--- src/rtl/dbg_scan_pkg.sv ---
package dbg_scan_pkg;
  localparam int DATA_W   = 32;
  localparam int ADDR_W   = 5;
  localparam int FRAME_W  = DATA_W + ADDR_W + 1;
  localparam int ADDR_LSB = DATA_W;
  localparam int RW_BIT   = DATA_W + ADDR_W;
endpackage

--- src/rtl/dbg_scan_shreg.sv ---
module dbg_scan_shreg
  import dbg_scan_pkg::*;
(
  input  logic              tck,
  input  logic              rst_ni,
  input  logic              capture,
  input  logic              shift,
  input  logic              tdi,
  input  logic [DATA_W-1:0] cap_data,
  input  logic [ADDR_W-1:0] cap_addr,
  output logic [FRAME_W-1:0] frame,
  output logic              tdo
);
  logic [FRAME_W-1:0] sr_q, sr_nxt;
  logic               sr_en;

  always_comb begin
    sr_en  = capture | shift;
    sr_nxt = sr_q;
    if (capture)    sr_nxt = {1'b0, cap_addr, cap_data};
    else if (shift) sr_nxt = {tdi, sr_q[FRAME_W-1:1]};
  end

  always_ff @(posedge tck or negedge rst_ni) begin
    if (!rst_ni)    sr_q <= '0;
    else if (sr_en) sr_q <= sr_nxt;
  end

  assign frame = sr_q;
  assign tdo   = sr_q[0];

  assert_shift_in_R1: assert property (@(posedge tck) disable iff (!rst_ni)
    (shift && !capture) |=> (sr_q[FRAME_W-1] == $past(tdi)) &&
                            (sr_q[FRAME_W-2:0] == $past(sr_q[FRAME_W-1:1])));

  assert_capture_R5: assert property (@(posedge tck) disable iff (!rst_ni)
    capture |=> (sr_q[DATA_W-1:0] == $past(cap_data)) && !sr_q[RW_BIT] &&
                (sr_q[RW_BIT-1:ADDR_LSB] == $past(cap_addr)));

  assert_hold_R7: assert property (@(posedge tck) disable iff (!rst_ni)
    (!capture && !shift) |=> $stable(sr_q));
endmodule

--- src/rtl/dbg_scan_decode.sv ---
module dbg_scan_decode
  import dbg_scan_pkg::*;
(
  input  logic               tck,
  input  logic               rst_ni,
  input  logic               update,
  input  logic [FRAME_W-1:0] frame,
  output logic               wr_en,
  output logic [ADDR_W-1:0]  wr_addr,
  output logic [DATA_W-1:0]  wr_data,
  output logic [ADDR_W-1:0]  rd_addr
);
  logic              rd_load;
  logic [ADDR_W-1:0] rd_addr_q, rd_addr_nxt;

  always_comb begin
    wr_en       = update & frame[RW_BIT];
    wr_addr     = frame[RW_BIT-1:ADDR_LSB];
    wr_data     = frame[DATA_W-1:0];
    rd_load     = update & ~frame[RW_BIT];
    rd_addr_nxt = rd_load ? frame[RW_BIT-1:ADDR_LSB] : rd_addr_q;
  end

  always_ff @(posedge tck or negedge rst_ni) begin
    if (!rst_ni)      rd_addr_q <= '0;
    else if (rd_load) rd_addr_q <= rd_addr_nxt;
  end

  assign rd_addr = rd_addr_q;

  assert_rd_addr_idle_R3: assert property (@(posedge tck) disable iff (!rst_ni)
    !update |=> $stable(rd_addr_q));

  assert_rd_addr_on_write_R2: assert property (@(posedge tck) disable iff (!rst_ni)
    (update && frame[RW_BIT]) |=> $stable(rd_addr_q));
endmodule

--- src/rtl/dbg_reg_bank.sv ---
module dbg_reg_bank
  import dbg_scan_pkg::*;
#(
  parameter int NUM_REGS = 12
) (
  input  logic                       tck,
  input  logic                       rst_ni,
  input  logic                       wr_en,
  input  logic [ADDR_W-1:0]          wr_addr,
  input  logic [DATA_W-1:0]          wr_data,
  input  logic [ADDR_W-1:0]          rd_addr,
  output logic [DATA_W-1:0]          rd_data,
  output logic [NUM_REGS*DATA_W-1:0] regs_flat
);
  logic [DATA_W-1:0]   q [NUM_REGS];
  logic [NUM_REGS-1:0] hit;

  for (genvar g = 0; g < NUM_REGS; g++) begin : g_reg
    assign hit[g] = wr_en && (int'(wr_addr) == g);
    assign regs_flat[g*DATA_W +: DATA_W] = q[g];

    assert_write_R2: assert property (@(posedge tck) disable iff (!rst_ni)
      (wr_en && int'(wr_addr) == g) |=> (q[g] == $past(wr_data)));
  end

  always_ff @(posedge tck or negedge rst_ni) begin
    if (!rst_ni) begin
      for (int i = 0; i < NUM_REGS; i++) q[i] <= '0;
    end else begin
      for (int i = 0; i < NUM_REGS; i++) if (hit[i]) q[i] <= wr_data;
    end
  end

  always_comb begin
    rd_data = '0;
    for (int i = 0; i < NUM_REGS; i++)
      if (int'(rd_addr) == i) rd_data = q[i];
  end

  assert_unimpl_write_R6: assert property (@(posedge tck) disable iff (!rst_ni)
    (wr_en && int'(wr_addr) >= NUM_REGS) |=> $stable(regs_flat));

  assert_unimpl_read_R6: assert property (@(posedge tck) disable iff (!rst_ni)
    (int'(rd_addr) >= NUM_REGS) |-> (rd_data == '0));
endmodule

--- src/rtl/dbg_scan_access.sv ---
module dbg_scan_access
  import dbg_scan_pkg::*;
#(
  parameter int NUM_REGS = 12
) (
  input  logic                       tck,
  input  logic                       rst_n,
  input  logic                       capture_dr,
  input  logic                       shift_dr,
  input  logic                       update_dr,
  input  logic                       tdi,
  output logic                       tdo,
  output logic [NUM_REGS*DATA_W-1:0] dbg_regs
);
  logic [1:0]         rst_sync_q;
  logic               rst_i_n;
  logic [FRAME_W-1:0] frame;
  logic               wr_en;
  logic [ADDR_W-1:0]  wr_addr, rd_addr;
  logic [DATA_W-1:0]  wr_data, rd_data;

  always_ff @(posedge tck or negedge rst_n) begin
    if (!rst_n) rst_sync_q <= '0;
    else        rst_sync_q <= {rst_sync_q[0], 1'b1};
  end
  assign rst_i_n = rst_sync_q[1];

  dbg_scan_shreg u_shreg (
    .tck      (tck),
    .rst_ni   (rst_i_n),
    .capture  (capture_dr),
    .shift    (shift_dr),
    .tdi      (tdi),
    .cap_data (rd_data),
    .cap_addr (rd_addr),
    .frame    (frame),
    .tdo      (tdo)
  );

  dbg_scan_decode u_decode (
    .tck     (tck),
    .rst_ni  (rst_i_n),
    .update  (update_dr),
    .frame   (frame),
    .wr_en   (wr_en),
    .wr_addr (wr_addr),
    .wr_data (wr_data),
    .rd_addr (rd_addr)
  );

  dbg_reg_bank #(.NUM_REGS(NUM_REGS)) u_bank (
    .tck       (tck),
    .rst_ni    (rst_i_n),
    .wr_en     (wr_en),
    .wr_addr   (wr_addr),
    .wr_data   (wr_data),
    .rd_addr   (rd_addr),
    .rd_data   (rd_data),
    .regs_flat (dbg_regs)
  );

  assert_no_access_in_shift_R4: assert property (@(posedge tck) disable iff (!rst_i_n)
    (!update_dr) |=> $stable(dbg_regs));

  assert_read_keeps_bank_R3: assert property (@(posedge tck) disable iff (!rst_i_n)
    (update_dr && !frame[RW_BIT]) |=> $stable(dbg_regs));

  assert_reset_state_R8: assert property (@(posedge tck)
    !rst_i_n |-> (dbg_regs == '0) && (rd_addr == '0) && !tdo);
endmodule

--- config.mk ---
export PLATFORM = sky130hd
export DESIGN_NAME = dbg_scan_access
export DESIGN_NICKNAME = d
export VERILOG_FILES = /design/src/rtl/dbg_scan_pkg.sv /design/src/rtl/dbg_scan_shreg.sv /design/src/rtl/dbg_scan_decode.sv /design/src/rtl/dbg_reg_bank.sv /design/src/rtl/dbg_scan_access.sv
export SDC_FILE = /design/constraint.sdc
export NUM_CORES = 1
export LEC_CHECK = 0
export BUFFER_PORTS_ARGS = -buffer_cell sky130_fd_sc_hd__buf_4
export CELL_PAD_IN_SITES_DETAIL_PLACEMENT = 0
export CELL_PAD_IN_SITES_GLOBAL_PLACEMENT = 1
export CORE_MARGIN = 4
export CORE_UTILIZATION = 40
export DETAILED_ROUTE_END_ITERATION = 12
export PLACE_DENSITY = 0.88
export RECOVER_POWER = 50
export SLEW_MARGIN = 40
export SYNTH_ARGS = -nofsm -noshare
export SYNTH_HDL_FRONTEND = slang
export SYNTH_HIERARCHICAL = 1
export SYNTH_SLANG_ARGS = --single-unit
--- constraint.sdc ---
create_clock -name tck -period 12 [get_ports tck]
set_input_delay 1.8 -clock tck [delete_from_list [all_inputs] [get_ports tck]]
set_output_delay 1.8 -clock tck [all_outputs]
set_load 0.02 [all_outputs]
Word-level counts from Yosys, hierarchy flattened
Cells that the tools add are included.

storage, ports and cells
  bits in latches = 0
  ROM bits = 0
  bits in registers = 429
  word-level logic and storage cells = 71
  bits in writable memories = 0
  memories kept = 0
  output and inout bits = 385
  input bits = 6

operators by class
  $lt $le $gt $ge = 0
  reductions and logical operators = 16
  add/subtract/negate cells = 0
  multiplexer cells = 14
  shifts and indexed selects = 0
  equality and inequality tests = 22
  div/mod/pow operators = 0
  bitwise operators = 4
  $mul = 0

operator list
  kind                count
  $mux 32             12
  $mux 38             2
  $eq 5x4->1 const B  8
  $eq 5x5->1 const B  8
  $eq 5x3->1 const B  4
  $logic_and 1x1->1   12
  $eq 5x2->1 const B  2
  $logic_not 5->1     2
  $and 1x1->1         2
  $reduce_and 2->1    1
  $reduce_bool 2->1   1
  $not 1->1           1
  $or 1x1->1          1

Longest topological paths before layout
Gate-level depths: netlist (run 1).

  depth after elaboration = 14
  mapped depth = 11
  mapped depth without buffers = 7

Modules after synthesis
Netlist (run 1), hierarchy kept.

modules (own cells, without submodules)
  module           seq. area each (um^2)  area an instance (um^2)  cells an instance  times used
  dbg_reg_bank     9609.2                 17863.4                  1399               1
  dbg_scan_shreg   950.9                  1762.9                   164                1
  dbg_scan_decode  125.1                  480.5                    49                 1
  dbg_scan_access  50.0                   53.8                     3                  1

Least setup slack after synthesis (run 1)
OpenSTA, ideal clock, no wires.

  kind = input -> register
  start point = input port update_dr
  end point = register u_bank.q, in the netlist u_bank/regs_flat[225]
  slack = 8.692 ns
  setup time = 0.125 ns
  arrival = 3.183 ns
  buffers on the path = 2
  required time = 11.875 ns
  stages = 7
  cell sequence = and2_2 > nand2b_1 > nor3b_1 > and3_1 > clkbuf_2 > buf_2 > mux2_2

between the ends
  word-level cells in the longest chain between the ends = 2

RTL lines
  item               RTL line               RTL
  start, declared    dbg_scan_access.sv:10  input logic update_dr,
  $and 1x1->1        dbg_scan_decode.sv:17  wr_en = update & frame[RW_BIT];
  $logic_and 1x1->1  dbg_reg_bank.sv:19     assign hit[g] = wr_en && (int'(wr_addr) == g);
  end, declared      dbg_reg_bank.sv:15     logic [DATA_W-1:0] q [NUM_REGS];

No other way between the ends.
A chain may end at the register's enable or synchronous reset.

==> results of run 1 <==
-- flip-flops by register name, indices dropped and copies added (netlist names) --
register,cells
u_bank/regs_flat,384
u_shreg/frame,38
rst_sync_q,2
u_decode/rd_addr,5
-- area by class of cell --
cell class,count,area share (%)
clock buffers,65,5.69
clock inverters,24,1.17
inverters,2,0.0308
multi-input cells,1004,34.9
flip-flops and latches,429,44.1
well taps,672,3.45
repair buffers,428,10.6
-- routing by layer --
| metal | global-route usage, % | wire (µm) | up-vias |
|---|---|---|---|
| li1 | - | - | 6484 |
| met1 | 37.1 | 32100 | 8023 |
| met2 | 45.3 | 36100 | 778 |
| met3 | 5.48 | 5780 | 207 |
| met4 | 11.6 | 3750 | 0 |
| met5 | 0 | 0 | - |
-- power by group --
| group | total (W) | switching (W) | internal, W |
|---|---|---|---|
| logic | 0.000778 | 0.000526 | 0.000252 |
| registers | 0.00172 | 0.000203 | 0.00152 |
| clock network | 0.00154 | 0.000623 | 0.000921 |
| total | 0.00405 | 0.00135 | 0.00269 |
-- placed cells by master (no fill, tap or decap), types with 6 or more instances in the layout --
cell type,count
o21ai_0,38
a2bb2oi_1,12
nor2b_1,20
mux2_2,400
nor2_1,25
clkbuf_16,48
nor3_1,6
buf_4,240
clkbuf_1,187
a21oi_1,39
nand3_1,12
nand2b_1,8
nand2_1,96
o22ai_1,24
o21ai_1,32
a211oi_1,17
mux2i_1,65
clkbuf_8,12
a31oi_1,24
clkinv_2,10
nand2_2,9
nand3b_1,12
a21o_1,17
dfrtp_1,427
a22oi_1,52
a32oi_1,9
-- metrics by stage --
step,setup slack (ps),util [%],cells
floorplan,5000,-,1615
global placement,7840,46.6,2532
detailed placement,7860,46.7,2533
CTS,8010,50.0,2622
global route,4640,48.7,2624
finish,5910,48.7,2624
-- cell families (layout without fill, tap and decap cells) --
| family | Yosys count | in the layout | share of synthesized area, % |
|---|---|---|---|
| AOI/OAI and AO/OA | 298 | 298 | 9.78 |
| buffers and inverters | 182 | 519 | 4.98 |
| DFF | 429 | 429 | 53.2 |
| muxes | 469 | 469 | 25.8 |
| other | 1 | 1 | 0.0186 |
| and+or+nand+nor | 236 | 236 | 6.18 |
-- worst paths after layout --
path                                    start               endpoint  depth (start not counted)
min in group asynchronous       rst_sync_q[1]  u_bank/regs_flat[165]                          0
max in group tck                     shift_dr      u_shreg/frame[14]                          3
worst min-delay path            rst_sync_q[0]          rst_sync_q[1]                          0
worst min register to register  rst_sync_q[0]          rst_sync_q[1]                          0
worst max-delay path            rst_sync_q[1]    u_decode/rd_addr[1]                          1
worst max register to register  rst_sync_q[1]    u_decode/rd_addr[1]                          1
==> results.json, run 1 <==
{
  "ys_seq_area_share_pct": 53.2,
  "p_total_w": 0.00405,
  "place_hpwl_um": 50700,
  "fill_cells": 4644,
  "path_delay_family": "buffers and inverters",
  "grt_pass1_vias": 16200,
  "clkTransAtPathRegs_ps": 60,
  "post_cts_buffers": 0,
  "core_um2": 50000,
  "yosys_warnings": 6,
  "crit_path_max_incr_delay_ps": 2860,
  "slew_viol_final": 309,
  "slew_headroom_pct": -178,
  "avgSynthCellArea_um2": 12.5,
  "required_ps": 11210,
  "pwr_density_cell_nw_per_um2": 166,
  "rsz0062_at_grt": "false",
  "status": "finished with violations",
  "crit_path_start_kind": "register",
  "design_area_um2": 24300,
  "path_class": "register to async pin",
  "violations": "max-capacitance violations, max-slew violations",
  "place_congestion": 0.839,
  "io_pins": 391,
  "synth-seq-cells": 429,
  "fin_skew_ps": 19.0,
  "path_cells": "clkbuf_1",
  "crit_arrival_ps": 5300,
  "clock_path_buffers": 3,
  "grt_pass1_wl_um": 112000,
  "diodes": 0,
  "hold_viol": 0,
  "synth_nets": 1621,
  "drt_iter0_drc": 1331,
  "ys_async_sr_fraction_pct": 100,
  "power.leakage_nw": 11.7,
  "grt_antenna_before_repair": 0,
  "r2r_slack_ps": 5910,
  "ctsHtreeMaxLevel": 2,
  "cts_root_buffer": "clkbuf_16",
  "cts_tree": "done",
  "layout-drive-gt1-share_pct": 39.5,
  "synthCells": 1615,
  "cts.sinks": 429,
  "dr.pass1.iters": 5,
  "worst_pin_slew_ps": 4170,
  "numCtsBuffers": 48,
  "crit_slowest_cell": "clkbuf_1",
  "antenna_left": 0,
  "yosys.area.top_type": "dfrtp_1",
  "placed_area_um2": 23300,
  "synth_edf_count": 0,
  "hold_buffers": 0,
  "end_kind": "async pin",
  "clk_latency_ps": 590,
  "vdd_drop_max_mv": 0.108,
  "hold_path.class": "register to register",
  "nets": 1919,
  "period_share_pct": 50.7,
  "die_y_um": 233,
  "io_buffer_count": 390,
  "max_freq_mhz": 164,
  "synth_cell_types": 66,
  "grt_max_degree": 153,
  "vias": 15500,
  "synth_ff_type": "dfrtp_1",
  "synthTopCellsByCount": "429 x dfrtp_1, 400 x mux2_2, 105 x nand2_1, 65 x mux2i_1, 52 x a22oi_1",
  "wl_um": 77700,
  "yosysMostFrequentCell": "dfrtp_1",
  "regArea_um2": 10700,
  "drv_cap": 5,
  "drcViolationCount": 0,
  "via_per_inst": 5.90,
  "start_util_pct": 40.3,
  "die-area_um2": 54100,
  "grt_use_total_pct": 28.0,
  "syn_area_um2": 20200,
  "finalHoldWorstSlack_ps": 358,
  "period_needed_ps": 6090,
  "die_w_um": 233,
  "synth_top_area_share_pct": 53.2,
  "path_buf_inv": 1,
  "area_delta_synth_final_pct": 20.8,
  "grt_overflow": 0,
  "critPathMaxFanout": 73,
  "rows": 82,
  "routedWlPerCell_um": 29.6,
  "cts-resized-gates": 0,
  "setup_violations": 0,
  "setup_tns_ps": 0,
  "multi_input_area_um2": 8510,
  "ys_top_cells_by_area": "dfrtp_1 53%, mux2_2 22%, mux2i_1 3.2%"
}
(Power assumes the default switching activity.)
==> run 2: changes to the inputs <==
Settings changed: ABC_AREA set to 1, CORE_UTILIZATION 40 to 41, PLACE_DENSITY 0.88 to 0.93.
Clock period 12 ns to 6 ns, I/O delays scaled along.
==> results.json, run 2 <==
{
  "cts.sinks": 429,
  "p_total_w": 0.00717,
  "synth-seq-cells": 429,
  "synth_nets": 2432,
  "numCtsBuffers": 47,
  "synth_ff_type": "dfrtp_1",
  "synth_cell_types": 22,
  "cts-resized-gates": 0,
  "io_buffer_count": 390,
  "clkTransAtPathRegs_ps": 60,
  "area_delta_synth_final_pct": 18.3,
  "grt_pass1_wl_um": 114000,
  "grt_max_degree": 120,
  "r2r-start": "rst_sync_q[1]",
  "slew_viol_final": 334,
  "synthTopCellsByCount": "819 x nand2_1, 429 x dfrtp_1, 394 x o21ai_0, 150 x inv_1, 139 x nand3_1",
  "cts_tree": "done",
  "placed_area_um2": 22500,
  "setup_tns_ps": 0,
  "grt_pass1_vias": 17600,
  "wl_um": 78900,
  "routedWlPerCell_um": 23.8,
  "setup_violations": 0,
  "die_w_um": 227,
  "synth_top_area_share_pct": 54.8,
  "core_um2": 46900,
  "layout-drive-gt1-share_pct": 11.4,
  "max_freq_mhz": 268,
  "crit_arrival_ps": 4180,
  "status": "finished with violations",
  "setup_slack_ps": 2270,
  "syn_area_um2": 19600,
  "critPathMaxFanout": 39,
  "post_cts_buffers": 0,
  "synth_edf_count": 0,
  "ys_top_cells_by_area": "dfrtp_1 55%, nand2_1 16%, o21ai_0 10%",
  "path_class": "primary input to register",
  "dr.pass1.iters": 6,
  "nets": 2681,
  "design_area_um2": 23200,
  "reg2reg_to": "u_bank/regs_flat[239]",
  "end_kind": "register",
  "antenna_left": 0,
  "required_ps": 6450,
  "violations": "max-capacitance violations, max-slew violations",
  "fin_skew_ps": 19.7,
  "hold_buffers": 0,
  "place_congestion": 1.01,
  "yosys_warnings": 6,
  "period_share_pct": 62.2,
  "die-area_um2": 51300,
  "place_hpwl_um": 55800,
  "drt_iter0_drc": 2145,
  "drv_cap": 6,
  "pwr_density_cell_nw_per_um2": 309,
  "synthCells": 2426,
  "ys_seq_area_share_pct": 54.8,
  "clk_latency_ps": 590,
  "grt_use_total_pct": 29.8,
  "hold_viol": 0,
  "vias": 18700,
  "yosys.area.top_type": "dfrtp_1",
  "drcViolationCount": 0,
  "yosysMostFrequentCell": "nand2_1",
  "die_y_um": 227,
  "layout_commonest_cell": "nand2_1",
  "largest_register_ffs": 384,
  "grt_antenna_before_repair": 0,
  "fill_cells": 4665,
  "layout_common_cells": "814 x nand2_1, 429 x dfrtp_1, 394 x o21ai_0",
  "vdd_drop_max_mv": 0.196,
  "post-place-ws_ps": 2970,
  "clock_path_buffers": 3,
  "ys_async_sr_fraction_pct": 100,
  "via_per_inst": 5.65,
  "avgSynthCellArea_um2": 8.07,
  "io_pins": 391,
  "hold_path.class": "primary input to async pin",
  "rows": 79,
  "r2r_slack_ps": 2320,
  "slew_headroom_pct": -102,
  "start_util_pct": 41.8,
  "worst_pin_slew_ps": 3020,
  "rsz0062_at_grt": "false",
  "period_needed_ps": 3730,
  "power.leakage_nw": 10.8,
  "crit_path_start_kind": "primary input",
  "grt_overflow": 0,
  "ctsHtreeMaxLevel": 2,
  "reg2reg_depth": 1,
  "cts_root_buffer": "clkbuf_16"
}
-- run 2: cell types whose count changed in the layout (fill, tap and decap cells not counted), moves of 39 or more --
cell | before | now
inv_1 | 2 | 146
mux2i_1 | 65 | 0
nor2_1 | 25 | 99
nand4_1 | 3 | 120
o21ai_0 | 38 | 394
buf_4 | 240 | 184
nand3_1 | 12 | 139
a22oi_1 | 52 | 0
clkbuf_1 | 187 | 236
a21oi_1 | 39 | 0
mux2_2 | 400 | 0
nand2_1 | 96 | 814
-- run 2: metrics by stage --
| step | utilization [%] | hold slack (ps) | instances |
|---|---|---|---|
| floorplan | - | 331 | 2426 |
| detailed placement | 48.0 | 309 | 3233 |
| finish | 49.5 | 106 | 3312 |
| CTS | 51.2 | 73.6 | 3311 |
| global placement | 47.9 | 299 | 3232 |
| global route | 49.5 | 90.2 | 3311 |
-- run 2: where the power goes --
| group | internal, W | total, W | switching (W) |
|---|---|---|---|
| sequential | 0.00302 | 0.00317 | 0.000144 |
| clock | 0.00172 | 0.00290 | 0.00118 |
| combinational | 0.000247 | 0.00111 | 0.000861 |
-- run 2: area by class of cell --
cell class / count / area [µm²] / area share, %
multi-input combinational: 1628 / 7270 / 31.4
sequential: 429 / 10700 / 46.3
inverter: 156 / 586 / 2.53
tap: 607 / 759 / 3.28
clock inverter: 4 / 73.8 / 0.319
timing repair buffer: 413 / 2300 / 9.95
antenna: 1 / 2.50 / 0.0108
clock buffer: 74 / 1440 / 6.21
-- run 2: per-layer routing --
metal	part of all wire, %	global-route usage [%]	vias to the layer above
li1	-	-	8310
met1	37	37.4	9088
met2	49	50.2	1134
met3	9.5	5.59	180
met4	5.0	14.1	0
met5	0	0	-
-- run 2: how the worst max path moves through the flow --
stage	start	to	slack [ps]	depth (start not counted)
after global placement	u_decode/rd_addr[3]	u_shreg/frame[10]	2990	12
after detailed placement	u_decode/rd_addr[3]	u_shreg/frame[10]	2970	12
final	capture_dr	u_shreg/frame[26]	2270	5
after floorplan	rst_sync_q[1]	u_bank/regs_flat[0]	1800	0
after CTS	u_decode/rd_addr[3]	u_shreg/frame[10]	2940	12
after global routing	rst_sync_q[1]	u_bank/regs_flat[113]	1610	1
-- run 2: logic make-up (layout without fill, tap and decap cells) --
group / Yosys count / count (layout) / share of synthesized area (%)
simple gates: 1230 / 1230 / 26.6
flops: 429 / 429 / 54.8
compound gates: 397 / 397 / 10.2
buf+inv: 369 / 647 / 8.33
other cells: 1 / 2 / 0.0192
-- run 2: worst max-delay path: stages --
cell and delay (ps):
clkbuf_1 1450, nor2_1 780, clkbuf_1 730, nand2_1 220, nand3_1 80
==> run 3: changes to the inputs <==
Settings changed: ABC_AREA 1 to 0, CORE_UTILIZATION 41 to 40, PLACE_DENSITY 0.93 to 0.88.
Clock period 6 ns to 3.4 ns, I/O delays scaled along.
==> results.json, run 3 (synthesis gave the netlist of run 1 again) <==
{
  "largest_register_ffs": 384,
  "hold_depth": 3,
  "power.leakage_nw": 11.9,
  "cts_root_buffer": "clkbuf_16",
  "max_freq_mhz": 360,
  "area_delta_synth_final_pct": 21.3,
  "crit_arrival_ps": 3280,
  "layout_common_cells": "427 x dfrtp_1, 400 x mux2_2, 267 x buf_4",
  "dr.pass1.iters": 6,
  "grt_pass1_vias": 16100,
  "slew_viol_final": 98,
  "critPathMaxFanout": 27,
  "layout-drive-gt1-share_pct": 40.0,
  "setup_violations": 0,
  "layout_commonest_cell": "dfrtp_1",
  "post_cts_buffers": 0,
  "finalHoldWorstSlack_ps": 179,
  "path_class": "register to register",
  "numCtsBuffers": 45,
  "drt_iter0_drc": 1445,
  "design_area_um2": 24500,
  "cts.sinks": 429,
  "place_congestion": 0.948,
  "slew_headroom_pct": -7.53,
  "drv_cap": 3,
  "routedWlPerCell_um": 29.5,
  "fin_skew_ps": 31.5,
  "via_per_inst": 5.98,
  "vias": 15900,
  "diodes": 0,
  "setup_tns_ps": 0,
  "io_buffer_count": 390,
  "clkTransAtPathRegs_ps": 70,
  "rsz0062_at_grt": "false",
  "grt_pass1_wl_um": 112000,
  "grt_overflow": 0,
  "antenna_left": 0,
  "period_share_pct": 81.8,
  "nets": 1952,
  "clock_path_buffers": 3,
  "period_needed_ps": 2780,
  "placed_area_um2": 23700,
  "io_pins": 391,
  "rows": 82,
  "pwr_density_cell_nw_per_um2": 567,
  "drcViolationCount": 0,
  "place_hpwl_um": 54800,
  "worst_pin_slew_ps": 1610,
  "grt_max_degree": 86,
  "wl_um": 78400,
  "status": "finished with violations",
  "vdd_drop_max_mv": 0.340,
  "cts-resized-gates": 0,
  "cts_tree": "done",
  "utilization_pct": 48.9,
  "clk_latency_ps": 590,
  "reg2reg_depth": 9,
  "die_y_um": 233,
  "core_um2": 50000,
  "hold_viol": 0,
  "start_util_pct": 40.3,
  "end_kind": "register",
  "grt_use_total_pct": 28.0,
  "required_ps": 3900,
  "crit_path_start_kind": "register",
  "hold_buffers": 1,
  "place_inst": 2569,
  "grt_antenna_before_repair": 1,
  "violations": "max-capacitance violations, max-slew violations",
  "die-area_um2": 54100,
  "die_w_um": 233,
  "hold_path.class": "primary input to register",
  "instances_no_fill": 2654,
  "ctsHtreeMaxLevel": 2
}
-- run 3: cell types whose count changed in the layout (fill, tap and decap cells not counted), sizes merged, moves of 75 or more --
cell,previous run,this run
buf,189,273
nand4,120,3
nand3,139,12
nand2,826,105
o21ai,394,71
nor2,104,29
inv,154,4
mux2,0,404
-- run 3: routing by layer --
layer  track usage, %  wire length [µm]  vias to the layer above
li1                 -                 -                     6532
met1             36.9             31100                     8168
met2             44.2             36100                      962
met3             7.00              7260                      218
met4             12.0              3900                        2
met5                0                13                        -
-- run 3: layout make-up --
type / instances / area (µm²)
inverter: 2 / 7.51
multi-input combinational: 1004 / 8490
clock buffer: 70 / 1380
tap: 672 / 841
clock inverter: 13 / 148
fill: 4536 / 25500
timing repair buffer: 464 / 2850
sequential: 429 / 10700
-- run 3: critical path, stage by stage, from the launching register on --
cell and delay [ps]:
dfrtp_4 640, buf_4 290, nor3_4 700, buf_4 260, nand2_1 60, a21o_1 180
a31oi_1 170, a2bb2oi_1 200, nand2_1 70, o21ai_1 110
-- run 3: per-stage QoR --
step / power, W / setup slack, ps
global placement: 0.00880 / 688
CTS: 0.0139 / 711
finish: 0.0139 / 620
floorplan: 0.00769 / -804
detailed placement: 0.00887 / 609
global route: 0.0143 / 424
-- run 3: power by group --
part	internal [W]	switching, W	total [W]
logic	0.000921	0.00179	0.00271
clock network	0.00295	0.00210	0.00506
registers	0.00537	0.000720	0.00609
total	0.00924	0.00462	0.0139
-- run 3: final timing paths --
check | slack, ps | start | to
max | 620 | u_decode/rd_addr[1] | u_shreg/frame[14]
min | 180 | tdi | u_shreg/frame[37]
max reg2reg | 620 | u_decode/rd_addr[1] | u_shreg/frame[14]
min reg2reg | 310 | rst_sync_q[1] | u_shreg/frame[5]
max in group asynchronous | 820 | rst_sync_q[1] | u_bank/regs_flat[340]
min in group asynchronous | 250 | rst_n | rst_sync_q[0]
